<file path="config.mk">
export PLATFORM = sky130hd
export DESIGN_NAME = los_line_monitor
export DESIGN_NICKNAME = d
export VERILOG_FILES = /design/src/rtl/los_pkg.sv /design/src/rtl/zero_run_tracker.sv /design/src/rtl/density_window.sv /design/src/rtl/los_line_monitor.sv
export SDC_FILE = /design/constraint.sdc
export NUM_CORES = 1
export LEC_CHECK = 0
export BUFFER_PORTS_ARGS = -buffer_cell sky130_fd_sc_hd__buf_2
export CORE_MARGIN = 1.5
export CORE_UTILIZATION = 50
export CTS_CLUSTER_DIAMETER = 100
export DETAILED_ROUTE_END_ITERATION = 8
export PLACE_DENSITY = 0.67
export SETUP_SLACK_MARGIN = 0.15
export SYNTH_ARGS = -nofsm -noshare
export SYNTH_HDL_FRONTEND = slang
export SYNTH_SLANG_ARGS = --single-unit
</file>
<file path="constraint.sdc">
create_clock -name clk -period 2.8 [get_ports clk]
set_clock_uncertainty 0.2 [all_clocks]
set_input_delay 0.14 -clock clk [delete_from_list [all_inputs] [get_ports clk]]
set_output_delay 0.14 -clock clk [all_outputs]
set_load 0.02 [all_outputs]
</file>
<file path="src/rtl/los_pkg.sv">
package los_pkg;

    // Registered alarm state of the top module
    typedef struct packed {
        logic alarm;
        logic change;
    } los_state_t;

endpackage

</file>
<file path="src/rtl/zero_run_tracker.sv">
module zero_run_tracker #(
    parameter int ZERO_RUN = 175
) (
    input  logic clk,
    input  logic rst_n,
    input  logic line_bit,
    output logic run_hit
);
    localparam int ZW = $clog2(ZERO_RUN + 1);
    localparam logic [ZW-1:0] RUN_LAST = ZW'(ZERO_RUN - 1);
    localparam logic [ZW-1:0] RUN_TOP  = ZW'(ZERO_RUN);

    typedef struct packed {
        logic [ZW-1:0] zrun;
    } run_t;

    run_t st_d, st_q;

    always_comb begin
        st_d = st_q;
        if (line_bit) begin
            st_d.zrun = '0;
        end else if (st_q.zrun != RUN_TOP) begin
            st_d.zrun = st_q.zrun + 1'b1;
        end
    end

    // High in the cycle that carries the final zero of a full run
    assign run_hit = !line_bit && (st_q.zrun >= RUN_LAST);

    always_ff @(posedge clk or negedge rst_n) begin
        if (!rst_n) st_q <= '0;
        else        st_q <= st_d;
    end
endmodule

</file>
<file path="src/rtl/density_window.sv">
module density_window #(
    parameter int WIN_LEN   = 175,
    parameter int DS3_LIMIT = 57,
    parameter int E3_LIMIT  = 43
) (
    input  logic clk,
    input  logic rst_n,
    input  logic active,
    input  logic line_bit,
    input  logic mode_e3,
    output logic clear_ok
);
    localparam int WW = $clog2(WIN_LEN + 1);
    localparam logic [WW-1:0] WIN_LAST = WW'(WIN_LEN - 1);
    localparam logic [WW-1:0] LIM_DS3  = WW'(DS3_LIMIT);
    localparam logic [WW-1:0] LIM_E3   = WW'(E3_LIMIT);

    typedef struct packed {
        logic [WW-1:0] cnt;
        logic [WW-1:0] ones;
    } win_t;

    win_t st_d, st_q;
    logic [WW-1:0] ones_now;
    logic [WW-1:0] limit;
    logic          at_end;

    always_comb begin
        ones_now = st_q.ones + WW'(line_bit);
        limit    = mode_e3 ? LIM_E3 : LIM_DS3;
        at_end   = (st_q.cnt == WIN_LAST);
        clear_ok = active && at_end && (ones_now > limit);

        st_d = st_q;
        if (!active || at_end) begin
            st_d.cnt  = '0;
            st_d.ones = '0;
        end else begin
            st_d.cnt  = st_q.cnt + 1'b1;
            st_d.ones = ones_now;
        end
    end

    always_ff @(posedge clk or negedge rst_n) begin
        if (!rst_n) st_q <= '0;
        else        st_q <= st_d;
    end
endmodule

</file>
<file path="src/rtl/los_line_monitor.sv">
module los_line_monitor #(
    parameter int ZERO_RUN  = 175,
    parameter int WIN_LEN   = 175,
    parameter int DS3_LIMIT = 57,
    parameter int E3_LIMIT  = 43
) (
    input  logic clk,
    input  logic rst_n,
    input  logic line_bit,
    input  logic mode_e3,
    output logic los_alarm,
    output logic los_change
);
    import los_pkg::*;

    los_state_t st_d, st_q;
    logic run_hit;
    logic clear_ok;

    zero_run_tracker #(.ZERO_RUN(ZERO_RUN)) u_run (
        .clk      (clk),
        .rst_n    (rst_n),
        .line_bit (line_bit),
        .run_hit  (run_hit)
    );

    density_window #(
        .WIN_LEN   (WIN_LEN),
        .DS3_LIMIT (DS3_LIMIT),
        .E3_LIMIT  (E3_LIMIT)
    ) u_win (
        .clk      (clk),
        .rst_n    (rst_n),
        .active   (st_q.alarm),
        .line_bit (line_bit),
        .mode_e3  (mode_e3),
        .clear_ok (clear_ok)
    );

    always_comb begin
        st_d = st_q;
        if (!st_q.alarm && run_hit) begin
            st_d.alarm = 1'b1;
        end else if (st_q.alarm && clear_ok) begin
            st_d.alarm = 1'b0;
        end
        st_d.change = (st_d.alarm != st_q.alarm);
    end

    always_ff @(posedge clk or negedge rst_n) begin
        if (!rst_n) st_q <= '0;
        else        st_q <= st_d;
    end

    assign los_alarm  = st_q.alarm;
    assign los_change = st_q.change;
endmodule

</file>
==> impl_results.md <==
* Synthesis-to-layout area growth at 9.240%
* Port bufs at 5
* Post-synth ARST share at 100.0%
* Sequential fraction of the synthesis area at 47.58%
* Final total power at 0.9249 mW
* Total inserted antenna cells at 0
* Number of buffers added by the clock tree synthesis step at 3
* Most frequent standard cell in the layout excluding fill and tap cells: sky130_fd_sc_hd__dfrtp_1
* Fin util at 59.23%
* Worst voltage drop across the vdd grid at 0.4587 mV
* RSZ-0062 raised after global routing: no
* Endpoints failing hold at 0
* Drt pass-1 iters at 4
* Arrival time of the worst setup path at 2.43 ns
* Root buf cell: sky130_fd_sc_hd__clkbuf_4
* Synth Net Count at 151
* Post-detailed-route via-to-cell ratio at 5.506
* Min Hold Slack at 0.1120 ns
* Clock period minus worst slack at 2.393 ns
* Worst Reg2Reg Path Length in Cells at 8
* Final Setup Violations at 0
* Cell count after placement at 172
* Drt total wl at 2.243 mm
* Count of placed standard cells in the final layout, fillers left out at 178
* Max Slew Vio Count at 0
* Number of different library cells in the post-synthesis netlist at 33
* Weighted congestion reported at the end of routability-driven placement at 0.7634
* Worst setup slack for register-to-register paths at 0.64 ns
* Initial core utilization at 54.22%
* Largest net degree at the start of global routing at 27
* Number of routed nets with antenna violations at 0
* Number of enable-type register cells in the synthesized netlist at 0
* Worst slew margin relative to its limit at 61.59%
* Static leakage at 0.6820 nW
* Total vias in the final route at 980
* Post-CTS clock slew at the launch and capture registers of the worst setup and hold paths at 0.15 ns
* Peak Freq at 417.9 MHz
* Worst-case clock buffer depth at 2
* Share of layout cells above drive strength 1 at 8.108%
* Number of global-route vias before repair at 924
* Wire length per cell at 12.60 um
* First-pass GRT wire length at 3.898 mm
* Post-synthesis area per instance at 9.839 um2
* Buffers inserted during post-CTS setup optimization at 0
* Final net count at 161
* Type of the worst setup path: input pin to flop
* Peak fanout along the critical path at 11
* Power per standard cell area at 619.1 mW/mm2
* Width of the chip at 55.30 um
* Flop and latch count out of synthesis at 26
* Number of antenna violations at the first check in global routing at 0
* TritonCTS clock tree: done
* Max-cap check violation count at 0
* Final worst path period share at 85.46%
* Vert. Die Dim at 55.30 um
* Number of H-tree branching levels at 1
* Clock latency on the worst-skew pair at 0.33 ns
* Ys Warns at 0
* Leftover overflow at the end of global routing at 0
* Required @ worst endpoint at 2.84 ns
* Setup crit start kind: input pin
* Total negative slack for setup checks at 0 ns
* Clock Sinks at 26
* Cells after synthesis at 139
* Half-perimeter wire length of the detailed placement result at 1.589 mm
* Dominant synthesized flop cell: sky130_fd_sc_hd__dfrtp_1
* All-Layer GR Usage at 15.83%
* Floorplan core area at 0.002522 mm2
* Netlist Area Pre-Place at 0.001368 mm2
* Die Outline Area at 0.003058 mm2
* Outcome: finished, final reports clean
* Row Count at 18
* Initial DRC count at 15
* Number of top-level pins at 6
* Top library cells by usage in the layout, fill and taps aside: sky130_fd_sc_hd__dfrtp_1 (26), sky130_fd_sc_hd__nor2_1 (22), sky130_fd_sc_hd__nand2_1 (11)
* DRC violation count after routing at 0
* Class of the worst hold path: input pin to asynchronous set/reset pin
* Endpoint class of the critical path: flop
* Actual transition at the worst max-transition pin at 0.5762 ns
area by class of cell:
class | instances | area (um2)
Fill cell | 216 | 1028
Multi-Input combinational cell | 104 | 681.9
Sequential cell | 26 | 650.6
Timing Repair Buffer | 7 | 45.04
Tap cell | 30 | 37.54
Clock inverter | 1 | 30.03
Inverter | 7 | 26.28
Clock buffer | 3 | 22.52
where the power goes:
part | switching, mW | internal [mW]
logic | 0.105 | 0.0900
clock network | 0.111 | 0.145
registers | 0.0520 | 0.423
Yosys cell counts (2+ instances only):
| master | n | area (um2) |
|---|---|---|
| sky130_fd_sc_hd__dfrtp_1 | 26 | 650.6 |
| sky130_fd_sc_hd__nand4_1 | 7 | 43.79 |
| sky130_fd_sc_hd__o21ai_0 | 3 | 15.01 |
| sky130_fd_sc_hd__nand2_1 | 11 | 41.29 |
| sky130_fd_sc_hd__nand3_1 | 5 | 25.02 |
| sky130_fd_sc_hd__o31ai_1 | 2 | 15.01 |
| sky130_fd_sc_hd__nor2_1 | 22 | 82.58 |
| sky130_fd_sc_hd__xnor2_1 | 6 | 52.55 |
| sky130_fd_sc_hd__ha_1 | 8 | 100.1 |
| sky130_fd_sc_hd__inv_1 | 7 | 26.28 |
| sky130_fd_sc_hd__and3_1 | 4 | 25.02 |
| sky130_fd_sc_hd__nor3_1 | 3 | 15.01 |
| sky130_fd_sc_hd__or3_1 | 2 | 12.51 |
| sky130_fd_sc_hd__a21oi_1 | 5 | 25.02 |
| sky130_fd_sc_hd__xor2_1 | 10 | 87.58 |
timing repair:
item                      in CTS  in global routing
resized for setup              0                  0
hold buffers                   2                  0
hold endpoints to repair      34                  0
kinds of logic after synthesis:
| logic type | synth area share (%) |
|---|---|
| adder cells (fa/ha/maj) | 7.320 |
| flip-flops | 47.58 |
| AO/OA/AOI/OAI | 9.058 |
| XOR/XNOR | 10.25 |
| buffers and inverters | 2.561 |
| AND/OR/NAND/NOR | 23.24 |
path summary, 6_finish.rpt:
kind,startpoint,endpoint
setup / recovery,line_bit,los_alarm
hold / removal,rst_n,u_run.st_q[5]
setup reg to reg,u_win.st_q[0],los_alarm
hold reg to reg,u_win.st_q[8],u_win.st_q[8]
max in group asynchronous,rst_n,u_run.st_q[1]
min in group clk,mode_e3,los_change
registers in the layout, indices dropped and copies added (netlist names):
name,flops
u_win.st_q,16
los_alarm,1
u_run.st_q,8
los_change,1
metal layers:
layer / vias to the layer above / part of all wire [%] / track usage (%)
li1: 498 / - / -
met1: 462 / 51 / 21.46
met2: 15 / 43 / 24.32
met3: 5 / 4.0 / 4.684
met4: 0 / 1.2 / 5.226
met5: - / 0 / 0
worst max-delay path, cell delays in order:
cell and delay, ns:
sky130_fd_sc_hd__dlygate4sd3_1 0.52, sky130_fd_sc_hd__buf_2 0.23, sky130_fd_sc_hd__ha_1 0.25, sky130_fd_sc_hd__nand4_1 0.13, sky130_fd_sc_hd__xnor2_1 0.16, sky130_fd_sc_hd__ha_1 0.27, sky130_fd_sc_hd__inv_1 0.05, sky130_fd_sc_hd__o31ai_1 0.26
sky130_fd_sc_hd__o311ai_1 0.19, sky130_fd_sc_hd__a31o_1 0.24
through the flow:
stage                     instance area (um2)  setup WS [ns]
final                                    1494         0.4070
after global routing                     1494         0.3056
after CTS                                1494         0.4457
after detailed placement                 1421         0.6208
after global placement                   1421         0.7046
after floorplan                          1368         0.8333
Note: power is estimated with default switching activity, not from simulation.
